===== src/rtl/tmr_pkg.sv =====
package tmr_pkg;
  localparam int REG_CTRL   = 0;
  localparam int REG_VALUE  = 1;
  localparam int REG_RELOAD = 2;
  localparam int REG_STAT   = 3;
  localparam int ID_WORDS   = 12;

  typedef struct packed {
    logic irq_en;
    logic ext_clk;
    logic ext_gate;
    logic run;
  } ctrl_t;

  function automatic logic [7:0] id_byte(input logic [3:0] idx);
    case (idx)
      4'd0:  id_byte = 8'h04;
      4'd4:  id_byte = 8'h22;
      4'd5:  id_byte = 8'hB8;
      4'd6:  id_byte = 8'h1B;
      4'd8:  id_byte = 8'h0D;
      4'd9:  id_byte = 8'hF0;
      4'd10: id_byte = 8'h05;
      4'd11: id_byte = 8'hB1;
      default: id_byte = 8'h00;
    endcase
  endfunction
endpackage


===== src/rtl/tmr_ext_sync.sv =====
module tmr_ext_sync #(
  parameter int STAGES = 2
) (
  input  logic clk,
  input  logic rst,
  input  logic async_in,
  output logic level,
  output logic rise
);
  logic [STAGES-1:0] chain;
  logic              last;

  always_ff @(posedge clk) begin
    if (rst) begin
      chain <= '0;
      last  <= 1'b0;
    end else begin
      chain <= {chain[STAGES-2:0], async_in};
      last  <= chain[STAGES-1];
    end
  end

  assign level = chain[STAGES-1];
  assign rise  = chain[STAGES-1] & ~last;
endmodule


===== src/rtl/tmr_counter.sv =====
module tmr_counter #(
  parameter int CNT_W = 32
) (
  input  logic             clk,
  input  logic             rst,
  input  logic             tick,
  input  logic             load_en,
  input  logic [CNT_W-1:0] load_val,
  input  logic [CNT_W-1:0] reload,
  output logic [CNT_W-1:0] count,
  output logic             expire
);
  logic at_zero;
  assign at_zero = (count == '0);

  always_ff @(posedge clk) begin
    if (rst)
      count <= '0;
    else if (load_en)
      count <= load_val;
    else if (tick)
      count <= at_zero ? reload : count - CNT_W'(1);
  end

  assign expire = tick & ~load_en & (count == CNT_W'(1));
endmodule


===== src/rtl/apb_down_timer.sv =====
module apb_down_timer #(
  parameter int ADDR_W = 12,
  parameter int DATA_W = 32,
  parameter int CNT_W  = 32,
  parameter int SYNC_STAGES = 2
) (
  input  logic              clk,
  input  logic              rst,
  input  logic              psel,
  input  logic              penable,
  input  logic              pwrite,
  input  logic [ADDR_W-1:0] paddr,
  input  logic [DATA_W-1:0] pwdata,
  output logic [DATA_W-1:0] prdata,
  output logic              pready,
  output logic              pslverr,
  input  logic              ext_in,
  output logic              irq
);
  import tmr_pkg::*;

  localparam int IDX_W   = ADDR_W - 2;
  localparam int ID_BASE = (1 << IDX_W) - ID_WORDS;

  ctrl_t             ctrl;
  logic [CNT_W-1:0]  reload;
  logic              status;
  logic [CNT_W-1:0]  count;
  logic              expire;
  logic              ext_level, ext_rise;
  logic              tick;
  logic [IDX_W-1:0]  idx;
  logic              wr, rd_setup, load_en, stat_clr, in_id;
  logic [DATA_W-1:0] rd_mux;
  logic [IDX_W-1:0]  id_off;

  assign idx      = paddr[ADDR_W-1:2];
  assign wr       = psel & penable & pwrite;
  assign rd_setup = psel & ~penable;
  assign load_en  = wr & ((idx == IDX_W'(REG_VALUE)) | (idx == IDX_W'(REG_RELOAD)));
  assign stat_clr = wr & (idx == IDX_W'(REG_STAT)) & pwdata[0];
  assign in_id    = (idx >= IDX_W'(ID_BASE));
  assign id_off   = idx - IDX_W'(ID_BASE);

  tmr_ext_sync #(.STAGES(SYNC_STAGES)) u_sync (
    .clk(clk), .rst(rst), .async_in(ext_in),
    .level(ext_level), .rise(ext_rise)
  );

  assign tick = ctrl.run & (~ctrl.ext_gate | ext_level) & (~ctrl.ext_clk | ext_rise);

  tmr_counter #(.CNT_W(CNT_W)) u_cnt (
    .clk(clk), .rst(rst), .tick(tick), .load_en(load_en),
    .load_val(pwdata[CNT_W-1:0]), .reload(reload),
    .count(count), .expire(expire)
  );

  always_ff @(posedge clk) begin
    if (rst) begin
      ctrl   <= '0;
      reload <= '0;
      status <= 1'b0;
    end else begin
      if (wr && idx == IDX_W'(REG_CTRL))
        ctrl <= ctrl_t'(pwdata[3:0]);
      if (wr && idx == IDX_W'(REG_RELOAD))
        reload <= pwdata[CNT_W-1:0];
      if (expire && ctrl.irq_en)
        status <= 1'b1;
      else if (stat_clr)
        status <= 1'b0;
    end
  end

  always_comb begin
    rd_mux = '0;
    if (in_id)
      rd_mux = DATA_W'(id_byte(id_off[3:0]));
    else
      case (idx)
        IDX_W'(REG_CTRL):   rd_mux = DATA_W'(ctrl);
        IDX_W'(REG_VALUE):  rd_mux = DATA_W'(count);
        IDX_W'(REG_RELOAD): rd_mux = DATA_W'(reload);
        IDX_W'(REG_STAT):   rd_mux = DATA_W'(status);
        default:            rd_mux = '0;
      endcase
  end

  always_ff @(posedge clk) begin
    if (rst)
      prdata <= '0;
    else if (rd_setup)
      prdata <= rd_mux;
  end

  assign pready  = 1'b1;
  assign pslverr = 1'b0;
  assign irq     = status;
endmodule


===== config.mk =====
export PLATFORM = sky130hd
export DESIGN_NAME = apb_down_timer
export DESIGN_NICKNAME = d
export VERILOG_FILES = /design/src/rtl/tmr_pkg.sv /design/src/rtl/tmr_ext_sync.sv /design/src/rtl/tmr_counter.sv /design/src/rtl/apb_down_timer.sv
export SDC_FILE = /design/constraint.sdc
export NUM_CORES = 1
export LEC_CHECK = 0
export ABC_CLOCK_PERIOD_IN_PS = 7000
export CORE_ASPECT_RATIO = 1.75
export CORE_MARGIN = 2
export CORE_UTILIZATION = 25
export CTS_CLUSTER_SIZE = 30
export DETAILED_ROUTE_END_ITERATION = 10
export GPL_TIMING_DRIVEN = 0
export HOLD_SLACK_MARGIN = 0.02
export PLACE_DENSITY_LB_ADDON = 0.08
export SLEW_MARGIN = 10
export SYNTH_ARGS = -nofsm -noshare
export SYNTH_HDL_FRONTEND = slang
export SYNTH_HIERARCHICAL = 1
export SYNTH_SLANG_ARGS = --single-unit

===== constraint.sdc =====
create_clock -name clk -period 7 [get_ports clk]
set_input_delay 0.7 -clock clk [delete_from_list [all_inputs] [get_ports clk]]
set_output_delay 0.7 -clock clk [all_outputs]
set_load 0.01 [all_outputs]

After elaboration in Yosys (flattened, before gate mapping)
Memories as Yosys holds them, arrays and structs flattened.
Cells that the tools add are included.

word-level totals
  ROM bits = 128
  input bits = 50
  bits in registers = 104
  memories = 1
  output and inout port bits = 35
  logic and storage cells = 51

memory list
  memory            words  bits a word  read ports  clocked after memory_dff  wr ports  RTL line       source
  (name not given)  16     8            1           0                         0         tmr_pkg.sv:16  case (idx)

cells by class
  multiplexer cells = 7
  reduce and logical (&&, ||, !) cells = 7
  eq/ne operators = 4
  $add $sub $neg = 2
  bitwise operators = 19
  order comparisons = 1

operators with widths
  cell                                                       number
  two-way mux 32 bit                                         4
  one-hot mux 32 bit (4 select lines)                        1
  equality test 32 x 1 -> 1 bit, second input constant       1
  logical NOT 32 bit                                         1
  subtractor 32 x 1 -> 32 bit, second input constant         1
  equality test 10 x 2 -> 1 bit, second input constant       2
  AND 1 bit                                                  11
  equality test 10 x 1 -> 1 bit, second input constant       1
  greater-or-equal comparator 10 bit, second input constant  1
  logical NOT 10 bit                                         1
  NOT 1 bit                                                  5
  nonzero test 2 bit                                         2
  subtractor 4 x 3 -> 4 bit, second input constant           1
  logical AND 1 bit                                          3
  OR 1 bit                                                   3
  two-way mux 1 bit                                          2

Depth between registers and ports, before layout
Gate-level depths: netlist of run 1.

  depth after elaboration = 8
  depth in mapped cells = 12
  depth with buffers taken out = 9

Cells and area by module
The synthesis of run 1 kept the hierarchy.

by module, submodules not included
  module          times used  cells an instance  seq. area each (um2)  area each (um2)
  apb_down_timer  1           366                1381.3                3156.8
  tmr_counter     1           328                640.6                 2443.6
  tmr_ext_sync    1           7                  60.1                  87.6

Worst setup path before layout of run 1
No wires, ideal clock.

  path kind = input to register
  from = input port paddr[2]
  to = register u_cnt.count[1]
  setup slack = 4.133 ns
  path buffers = 4
  setup time = 0.136 ns
  cell stages on the path = 11
  data required time = 6.864 ns
  arrival time = 2.732 ns
  path through = inv_1 > ha_1 > clkbuf_1 > buf_1 > o2111ai_1 > nor3_1 > clkbuf_1 > clkbuf_1 > nor3_1 > a21oi_1 > o32ai_2

on the way
  word-level cells in the longest chain between the ends = 4
  elaborated cells between the ends (all ways) = 6
  classes of those cells = 2 x eq/ne; 1 x mux; 2 x bitwise; 1 x reduce/logical

RTL lines
  element                                                                                RTL line              source
  start, declared                                                                        apb_down_timer.sv:12  input logic [ADDR_W-1:0] paddr,
  equality test 10 x 1 -> 1 bit / equality test 10 x 2 -> 1 bit (equally long branches)  apb_down_timer.sv:40  assign load_en = wr & ((idx == IDX_W'(REG_VALUE)) | (idx == IDX_W'(REG_RELOAD)));
  OR 1 bit *                                                                             apb_down_timer.sv:40
  AND 1 bit *                                                                            apb_down_timer.sv:40
  via load_en                                                                            apb_down_timer.sv:33  logic wr, rd_setup, load_en, stat_clr, in_id;
  two-way mux 32 bit / nonzero test 2 bit (equally long branches)                        --
  end signal, assigned                                                                   tmr_counter.sv:20     count <= load_val;
  end signal, assigned                                                                   tmr_counter.sv:22     count <= at_zero ? reload : count - CNT_W'(1);
  end, declared                                                                          tmr_counter.sv:10     output logic [CNT_W-1:0] count,

Mark *: on every way through the listed nets, which the timed path passes. The rest lies on a longest branch.
A chain may end at the register's enable or synchronous reset.

Worst setup path in the final report of run 1
  from = input port paddr[2]
  to = register u_cnt.count[30]

The elaborated chain is that of the path after synthesis.

==> results of run 1 <==
cells in the mapped netlist, types with 7 or more instances:
master    instances  area (sq um)
dfxtp_1         104          2080
a21oi_1          80           400
nand2_1          79           297
nor2_1           52           195
clkbuf_1         34           128
a22oi_1          31           233
a22o_1           29           254
nor3b_1          24           180
o21ai_0          23           115
nor3_1           22           110
inv_1            20          75.1
nor4_1           13          81.3
nand4_1          12          75.1
ha_1             10           125
o22ai_1          10          62.6
buf_2             8          40.0
o211ai_1          8          60.1
or3_1             8          50.1
nand3_1           7          35.0
nor2b_1           7          43.8
xnor2_1           7          61.3
worst max-delay path, cell delays in order:
cell and delay (ns):
clkdlybuf4s50_1 0.57, inv_1 0.15, ha_1 0.19, clkbuf_1 0.53
buf_1 0.49, o2111ai_1 0.16, nor3_1 0.58, clkbuf_1 0.49
clkbuf_1 0.66, nor3b_1 0.12, a21oi_1 0.17, o22ai_1 0.09
state kept, by name, indices dropped and copies added, names as in the netlist:
register	count
prdata	32
ctrl	4
u_sync/last	1
u_cnt/count	32
u_sync/chain	2
reload	32
irq	1
cell usage in the layout (no fill, tap or decap), types with 9 or more instances in the layout:
cell	count
clkbuf_1	35
o21ai_0	23
nand4_1	12
a22o_1	29
nand2_1	79
inv_1	20
ha_1	10
clkbuf_16	9
dfxtp_1	104
a21oi_1	80
nor3b_1	24
nor3_1	22
nor4_1	13
nor2_1	52
clkdlybuf4s50_1	80
a22oi_1	31
o22ai_1	10
area by class of cell:
type / instances / area share [%]
sequential: 104 / 29.0
inverter: 20 / 1.04
tap: 300 / 5.22
clock buffer: 11 / 3.38
multi-input combinational: 517 / 44.6
timing repair buffer: 80 / 11.1
buffer: 60 / 4.51
clock inverter: 5 / 1.10
per-layer routing:
metal | vias up | wire length (um) | GRT usage (%) | share of wire (%)
met5 | - | 0 | 0 | 0
met4 | 0 | 816 | 8.48 | 3.4
met3 | 42 | 964 | 2.27 | 4.0
met2 | 209 | 13400 | 39.0 | 56
li1 | 2768 | - | - | -
met1 | 2820 | 8720 | 20.6 | 37
power by group through the flow:
stage               registers [mW]  clock network, mW  logic (mW)
detailed placement           0.607                  0      0.0940
global placement             0.607                  0      0.0939
floorplan                    0.607                  0      0.0376
finish                       0.593              0.566      0.0937
global route                 0.593              0.596       0.101
CTS                          0.593              0.577      0.0945
stage by stage:
stage | utilization, % | power [mW] | worst slack [ns]
global route | 31.9 | 1.29 | 2.07
floorplan | - | 0.644 | 4.13
detailed placement | 30.4 | 0.701 | 1.98
global placement | 30.4 | 0.700 | 1.99
CTS | 31.9 | 1.26 | 2.33
finish | 31.9 | 1.25 | 2.31
logic make-up after synthesis:
family | after synthesis | synth area share [%]
other | 2 | 0.132
AO/OA/AOI/OAI | 232 | 27.6
AND/OR/NAND/NOR | 255 | 23.5
adder cells (fa/ha/maj) | 10 | 2.20
buffers and inverters | 80 | 7.02
flip-flops | 104 | 36.6
multiplexers | 5 | 0.880
XOR/XNOR | 13 | 2.00
path summary, 6_finish.rpt:
kind	from	end	slack [ns]	cells past startpoint
worst max register to register	u_cnt/count[1]	u_cnt/count[30]	3.64	9
worst max-delay path	paddr[2]	u_cnt/count[30]	2.31	12
worst min register to register	prdata[0]	prdata[0]	0.44	2
worst min-delay path	prdata[0]	prdata[0]	0.44	2
==> metrics.txt, run 1 <==
status=finished clean; placed cell areas=0.00686 sq mm; Net Sw Frac=a little under a quarter; Die Span X=roughly 120 um; initial antenna violation count=0; Final period util=between 60% and 70%; Post-Syn Nets=about 760; cells resized by post-CTS repair=0; first-pass GRT wire length=between 30 and 40 mm; Ys Warns=6; Gate power share=~7.5%; Total GRT Usage=19.7%; DRC errors left=0; routed wire length=23.9 mm; Final GP Congestion=0.885; worst hold slack=approximately 0.44 ns; antenna diode count=0; Cell Int Power=956 uW; Post-synth EDFFs=0; First DRT Iteration DRCs=~380; Post-DP HPWL=18.0 mm; TritonRoute pass-1 iters=5; Overflow after GRT=0; post-CTS setup buffer count=0; register area=0.00208 sq mm; worst-margin pin slew=roughly 1.3 ns; static leakage=2.51 nW; # rows=73; DR vias=5,839; number of global-route vias before repair=5,846; Syn Inst Count=about 700; Nets=roughly 850; clock transition at the registers of the reported paths=0.08 ns; I/O Pins=between 80 and 90; drt wl/cell=around 22 um; Max Cap Violations=0; PD cells=between 150 and 200 mW/mm^2; Setup TNS Final=0 ns; HP Class=reg2reg; post-route ant nets=0; Initial Util=between 20% and 30%; asr flop ratio synth=0%; Most used DFF post-synth=dfxtp_1; register bit count reported by yosys=about 100; multi-input logic area=0.00321 sq mm; RSZ-0062 raised after global routing=no; pins over their slew limit=0; CP Capture Type=register; Setup violations, final=0; Clock Path Buffers=2; startpoint types=input pin; Mean Syn Cell Area=between 8 and 9 sq um; Finished Layout Cells=between 1,000 and 1,500; clk sinks=around 100; register share of total power=47.3%; Unique masters post-synth=71; Filler cells=roughly 2,500; clock root buffer master=clkbuf_16; vias per inst=~5.3; CTS tree=built; maximum clock rate=~0.21 GHz; WP data required=about 7.2 ns; Layout area overhead=26.3%; placed cell count=1,081; largest net degree at the start of global routing=17; Critical Path AT=4.91 ns; fin crit period=roughly 4.7 ns; CTS H-tree depth=3; Clock Power Share=between 40% and 50%; cts bufs inserted=9; core area=between 0.02 and 0.025 sq mm; hold_buf cts=0; IO buf count=80; Net Sw Power=roughly 300 uW; Design Area, Final=just over 0.007 sq mm; sequential cell area fraction in the yosys report=36.6%; clk_skew=0.00720 ns; Mapped Area=roughly 0.0057 sq mm; die area=between 0.02 and 0.025 sq mm; Crit Path Category=in2reg; clock latency on the worst-skew pair=0.36 ns; crit-path max FO=10; die height=~200 um; layout cells sized above 1=roughly 6.6%; Relative slew margins=9.18%; Max IR drop VDD=around 98 uV; Hold Vio Cnt, Final=0
Power figures use the tool's default switching activity.
==> run 2: changes to the inputs <==
- ABC_CLOCK_PERIOD_IN_PS: 7000 -> 4250
- clock period: 7 -> 4.25 ns (I/O delays scaled with it)
==> run 2 against run 1 <==
  * Count of clock-buffer cells in the layout is the same
  * Combinational power grew 65%
  * Global-route usage is essentially flat
  * Register-to-register slack lost 2.8 ns
  * Clock power grew 66%
  * Non-clock buffer count is the same
  * Wire length is essentially flat
  * Clock skew grew 0.0019 ns
  * Critical path type unchanged
  * Worst setup slack lost 1.8 ns
  * Sequential power grew 65%
  * Die area is the same
  * Final cell count is the same
  * Largest cell class unchanged
==> metrics.txt, run 2 (synthesis gave the netlist of run 1 again) <==
worst-margin pin slew=1.30 ns (-0.0269 ns); Overflow after GRT=0 (unchanged); top flop regs=prdata x32, reload x32, u_cnt/count x32; Crit Path Category=in2reg; Critical Path AT=3.99 ns (-0.92 ns); routed length on met1=8.71 mm (-0.14%); Post-DP HPWL=18.0 mm (unchanged); maximum clock rate=approximately 0.27 GHz; IO buf count=80 (unchanged); CP max-delay cell=clkdlybuf4s50_1; worst r2r path cells=9 (unchanged); Relative slew margins=11.0% (+1.8 points); CTS tree=built; number of global-route vias before repair=5,862 (+0.27%); crit-path max cell delay=0.56 ns (-0.10 ns); clock transition at the registers of the reported paths=0.07 ns (about the same); Most Frequent Cell on Critical Path=clkbuf_1; vias per inst=5.38 (+1.1%); Final GP Congestion=0.885 (unchanged); met3 wire length=968 um (+0.41%); # rows=73 (unchanged); WP data required=4.47 ns (-2.76 ns); drt wl/cell=21.8 um (about the same); commonest non-fill, non-tap cell in the layout=dfxtp_1; DR vias=5,901 (+1.1%); static leakage=2.53 nW (+0.82%); die area=0.0240 sq mm (unchanged); RSZ-0062 raised after global routing=no; First DRT Iteration DRCs=416 (+9.2%); CTS H-tree depth=3 (unchanged); TritonRoute pass-1 iters=5 (unchanged); hold endpoint=prdata[0]; pins over their slew limit=0 (unchanged); layout cells sized above 1=7.53% (+0.88 points); antenna diode count=0 (unchanged); largest net degree at the start of global routing=17 (unchanged); Place WS=-0.490 ns (-2.47 ns); Setup violations, final=0 (unchanged); cts bufs inserted=9 (unchanged); Reg2Reg Setup Slack=0.89 ns (-2.75 ns); Setup TNS Final=0 ns (unchanged); met2 routed WL=13.3 mm (-0.76%); Filler cells=2,452 (-0.041%); Nets=852 (unchanged); Final period util=between 80% and 90%; WHS Path Cells=2 (unchanged); clk_skew=0.00911 ns (+0.00191 ns); Die Span X=118 um (unchanged); final core occ=31.9% (+0.056 points); Max IR drop VDD=163 uV (+66%); hold_buf cts=0 (unchanged); fin crit period=about 3.8 ns; crit-path cells=clkdlybuf4s50_1, inv_1, ha_1, clkbuf_2, buf_1, o2111ai_1, nor3_2, clkbuf_1, clkbuf_1, nor3b_1, o21ai_0, o211ai_1; routed wire length=23.9 mm (about the same); clock latency on the worst-skew pair=0.36 ns (about the same); die height=204 um (unchanged); Max Cap Violations=0 (unchanged); PD cells=287 mW/mm^2 (+65%); core area=0.0226 sq mm (unchanged); clock root buffer master=clkbuf_16; top layer in use=met4; Total GRT Usage=19.7% (+0.024 points); first-pass GRT wire length=35.7 mm (+0.17%); DRC errors left=0 (unchanged); initial antenna violation count=0 (unchanged); Final Worst Setup Slack=0.481 ns (-1.83 ns); worst reg2reg endpoint=u_cnt/count[30]; status=finished clean; Layout area overhead=26.6%; Clock Path Buffers=2 (unchanged); Hold Path Origin=prdata[0]; CP Capture Type=register; Hold Vio Cnt, Final=0 (unchanged); CP Buf/Inv Count=6 (unchanged); Final Power=2.07 mW (+65%); clk sinks=104 (unchanged); CP delay by family, top=buffers and inverters; RR Startpoint=u_cnt/count[1]; I/O Pins=85 (unchanged); crit-path max FO=10 (unchanged); commonest cells after routing, fill and taps aside=dfxtp_1 (104), a21oi_1 (80), clkdlybuf4s50_1 (80); Initial Util=25.2% (unchanged); post-route ant nets=0 (unchanged); HP Class=reg2reg; startpoint types=input pin
-- run 2: changes by cell type in the layout (fill, tap and decap cells not counted) --
cell,previous run,this run
clkbuf_2,1,7
nor3_1,22,21
clkbuf_1,35,29
nor3_2,1,2
-- run 2: cell type report --
| class | count | area [sq um] | area share, % |
|---|---|---|---|
| buffer | 60 | 332 | 4.61 |
| tap | 300 | 375 | 5.21 |
| clock inverter | 5 | 78.8 | 1.10 |
| clock buffer | 11 | 243 | 3.37 |
| inverter | 20 | 75.1 | 1.04 |
| multi-input combinational | 517 | 3210 | 44.6 |
| timing repair buffer | 80 | 801 | 11.1 |
| sequential | 104 | 2080 | 28.9 |
-- run 2: how the worst max path moves through the flow --
stage             start         endpoint  slack [ns]  cells past startpoint
6_report       paddr[2]  u_cnt/count[24]        0.48                     12
5_1_grt        paddr[2]  u_cnt/count[24]        0.22                     12
4_1_cts        paddr[2]   u_cnt/count[9]        0.17                     12
3_5_place_dp   paddr[2]  u_cnt/count[30]       -0.49                     12
3_3_place_gp   paddr[2]  u_cnt/count[30]       -0.48                     12
2_1_floorplan  paddr[2]   u_cnt/count[1]        1.66                     11
-- run 2: what timing repair did --
action / in CTS / in global routing
resized for setup: 3 / 8
endpoints found under the setup margin: 25 / 21
setup buffers: 0 / 0
-- run 2: worst reg2reg max path: cells and delay by family, from the launching register on --
kind	cells	cell delay, ns
adder cells (fa/ha/maj)	1	0.27
buffers and inverters	3	0.50
AND/OR/NAND/NOR	3	1.76
AO/OA/AOI/OAI	2	0.33
flip-flops	1	0.38
-- run 2: per-layer routing --
metal / vias up / GRT usage [%]
li1: 2771 / -
met1: 2868 / 20.6
met2: 213 / 38.8
met3: 49 / 2.27
met4: 0 / 8.86
met5: - / 0
-- run 2: stage by stage --
step,hold WS [ns],area [sq um],cells
after floorplan,0.414,5690,701
after global placement,0.427,6860,1081
after CTS,0.442,7190,1097
after global routing,0.463,7200,1097
final,0.437,7200,1097
after detailed placement,0.429,6860,1081
-- run 2: power breakdown --
part	switching [mW]	total [mW]	internal [mW]	leakage (nW)
Combinational	0.0895	0.155	0.0651	1.53
Clock	0.403	0.937	0.534	0.160
Sequential	0.000847	0.976	0.975	0.838
Total	0.494	2.07	1.57	2.53
==> run 3: changes to the inputs <==
- CORE_ASPECT_RATIO: 1.75 -> 2
- DONT_BUFFER_PORTS: not set -> 1
==> run 3 against run 2 <==
  * Combinational power down 39%
  * Non-clock buffer count down 80
  * Clock power down 5.3%
  * Cell area down 12%
  * Sequential power about the same
  * Sequential share of layout area up 3.9 points
  * Final cell count down 9.1%
  * Critical path depth down 1
  * Largest power group unchanged
==> metrics.txt, run 3 (synthesis gave the netlist of run 1 again) <==
vias per inst=5.58 (+3.7%); Crit Path Category=in2reg; Critical Path AT=4.06 ns (+0.07 ns); HP Class=in2reg; maximum clock rate=0.261 GHz (-1.5%); Filler cells=2,457 (+0.20%); routed wire length=24.1 mm (+1.1%); Nets=772 (-9.4%); cts bufs inserted=9 (unchanged); Overflow after GRT=0 (unchanged); commonest cells after routing, fill and taps aside=dfxtp_1 (104), a21oi_1 (80), nand2_1 (79); CTS H-tree depth=3 (unchanged); Setup violations, final=0 (unchanged); DRC errors left=0 (unchanged); DR vias=5,559 (-5.8%); clock root buffer master=clkbuf_16; Total GRT Usage=20.0% (+0.28 points); pins over their slew limit=0 (unchanged); register area=0.00208 sq mm (unchanged); die area=0.0240 sq mm (+0.10%); Place WS=0.190 ns (+0.680 ns); post-route ant nets=0 (unchanged); CTS tree=built; Reg2Reg Setup Slack=0.79 ns (-0.10 ns); fin crit period=3.83 ns (+0.0569 ns); Clock Path Buffers=2 (unchanged); TritonRoute pass-1 iters=7 (+2); PD cells=309 mW/mm^2 (+7.5%); Setup TNS Final=0 ns (unchanged); Final Worst Setup Slack=0.424 ns (-0.0570 ns); post-CTS setup buffer count=0 (unchanged); initial antenna violation count=0 (unchanged); crit-path max FO=10 (unchanged); commonest non-fill, non-tap cell in the layout=dfxtp_1; first-pass GRT wire length=35.9 mm (+0.45%); static leakage=2.19 nW (-13%); multi-input logic area=0.00321 sq mm (-0.16%); RSZ-0062 raised after global routing=no; die height=217 um (+6.8%); CP Capture Type=register; clk_skew=0.00919 ns (+0.0000828 ns); drt wl/cell=24.2 um (+11%); core area=0.0225 sq mm (about the same); number of global-route vias before repair=5,665 (-3.4%); layout cells sized above 1=7.39% (-0.14 points); WP data required=4.49 ns (+0.02 ns); top flop regs=prdata x32, reload x32, u_cnt/count x32; # rows=78 (+6.8%); Max IR drop VDD=155 uV (-5.1%); Layout area overhead=11.4%; Post-DP HPWL=18.2 mm (+0.86%); Initial Util=25.2% (about the same); worst-margin pin slew=1.15 ns (-0.151 ns); IO buf count=0 (-100%); clock transition at the registers of the reported paths=0.08 ns (about the same); startpoint types=input pin; largest net degree at the start of global routing=18 (+1); clock latency on the worst-skew pair=0.38 ns (+0.02 ns); cells resized by post-CTS repair=0 (-3); I/O Pins=85 (unchanged); Die Span X=111 um (-6.2%); hold_buf cts=0 (unchanged); First DRT Iteration DRCs=338 (-19%); Final period util=90.0% (+1.3 points); status=finished clean; Max Cap Violations=0 (unchanged); Hold Vio Cnt, Final=0 (unchanged); clk sinks=104 (unchanged); antenna diode count=0 (unchanged); Final GP Congestion=0.822 (-7.2%); Relative slew margins=21.4% (+10 points)
## run 3: path summary, 6_finish.rpt
kind,start,end,cells after the start
hold reg to reg,u_sync/chain[0],u_sync/chain[1],1
hold / removal,rst,u_sync/chain[0],1
setup / recovery,paddr[2],u_cnt/count[30],11
setup reg to reg,u_cnt/count[0],u_cnt/count[11],9
## run 3: through the flow
step	util [%]	power [mW]	cells	hold WS [ns]	instance area (sq um)
global placement	26.8	1.09	981	0.432	6040
detailed placement	26.8	1.09	981	0.429	6040
global route	28.1	2.02	997	0.110	6330
CTS	28.1	1.98	997	0.102	6330
finish	28.1	1.96	997	0.116	6330
floorplan	-	1.06	701	0.414	5690
## run 3: worst max-delay path, cell delays in order
cell	delay (ns)
inv_1	0.06
ha_1	0.17
clkbuf_1	0.51
buf_1	0.54
o2111ai_1	0.16
nor3_1	0.64
clkbuf_1	0.46
clkbuf_1	0.68
nor3b_1	0.13
a21oi_1	0.18
o22ai_1	0.10
## run 3: where the power goes
| part | internal [mW] | switching (mW) |
|---|---|---|
| registers | 0.975 | 0.00113 |
| logic | 0.0262 | 0.0679 |
| clock network | 0.461 | 0.426 |
| total | 1.46 | 0.495 |
## run 3: layout make-up
type	instances	share of cell area [%]
buffer	60	5.12
clock buffer	10	3.61
clock inverter	6	1.07
inverter	20	1.19
multi-input combinational	517	50.6
sequential	104	32.9
tap	280	5.53
## run 3: metal layers
metal | global-route usage (%) | part of all wire, %
met3 | 3.65 | 4.3
met1 | 20.1 | 36
met2 | 39.5 | 56
met4 | 8.54 | 3.6
met5 | 0 | 0
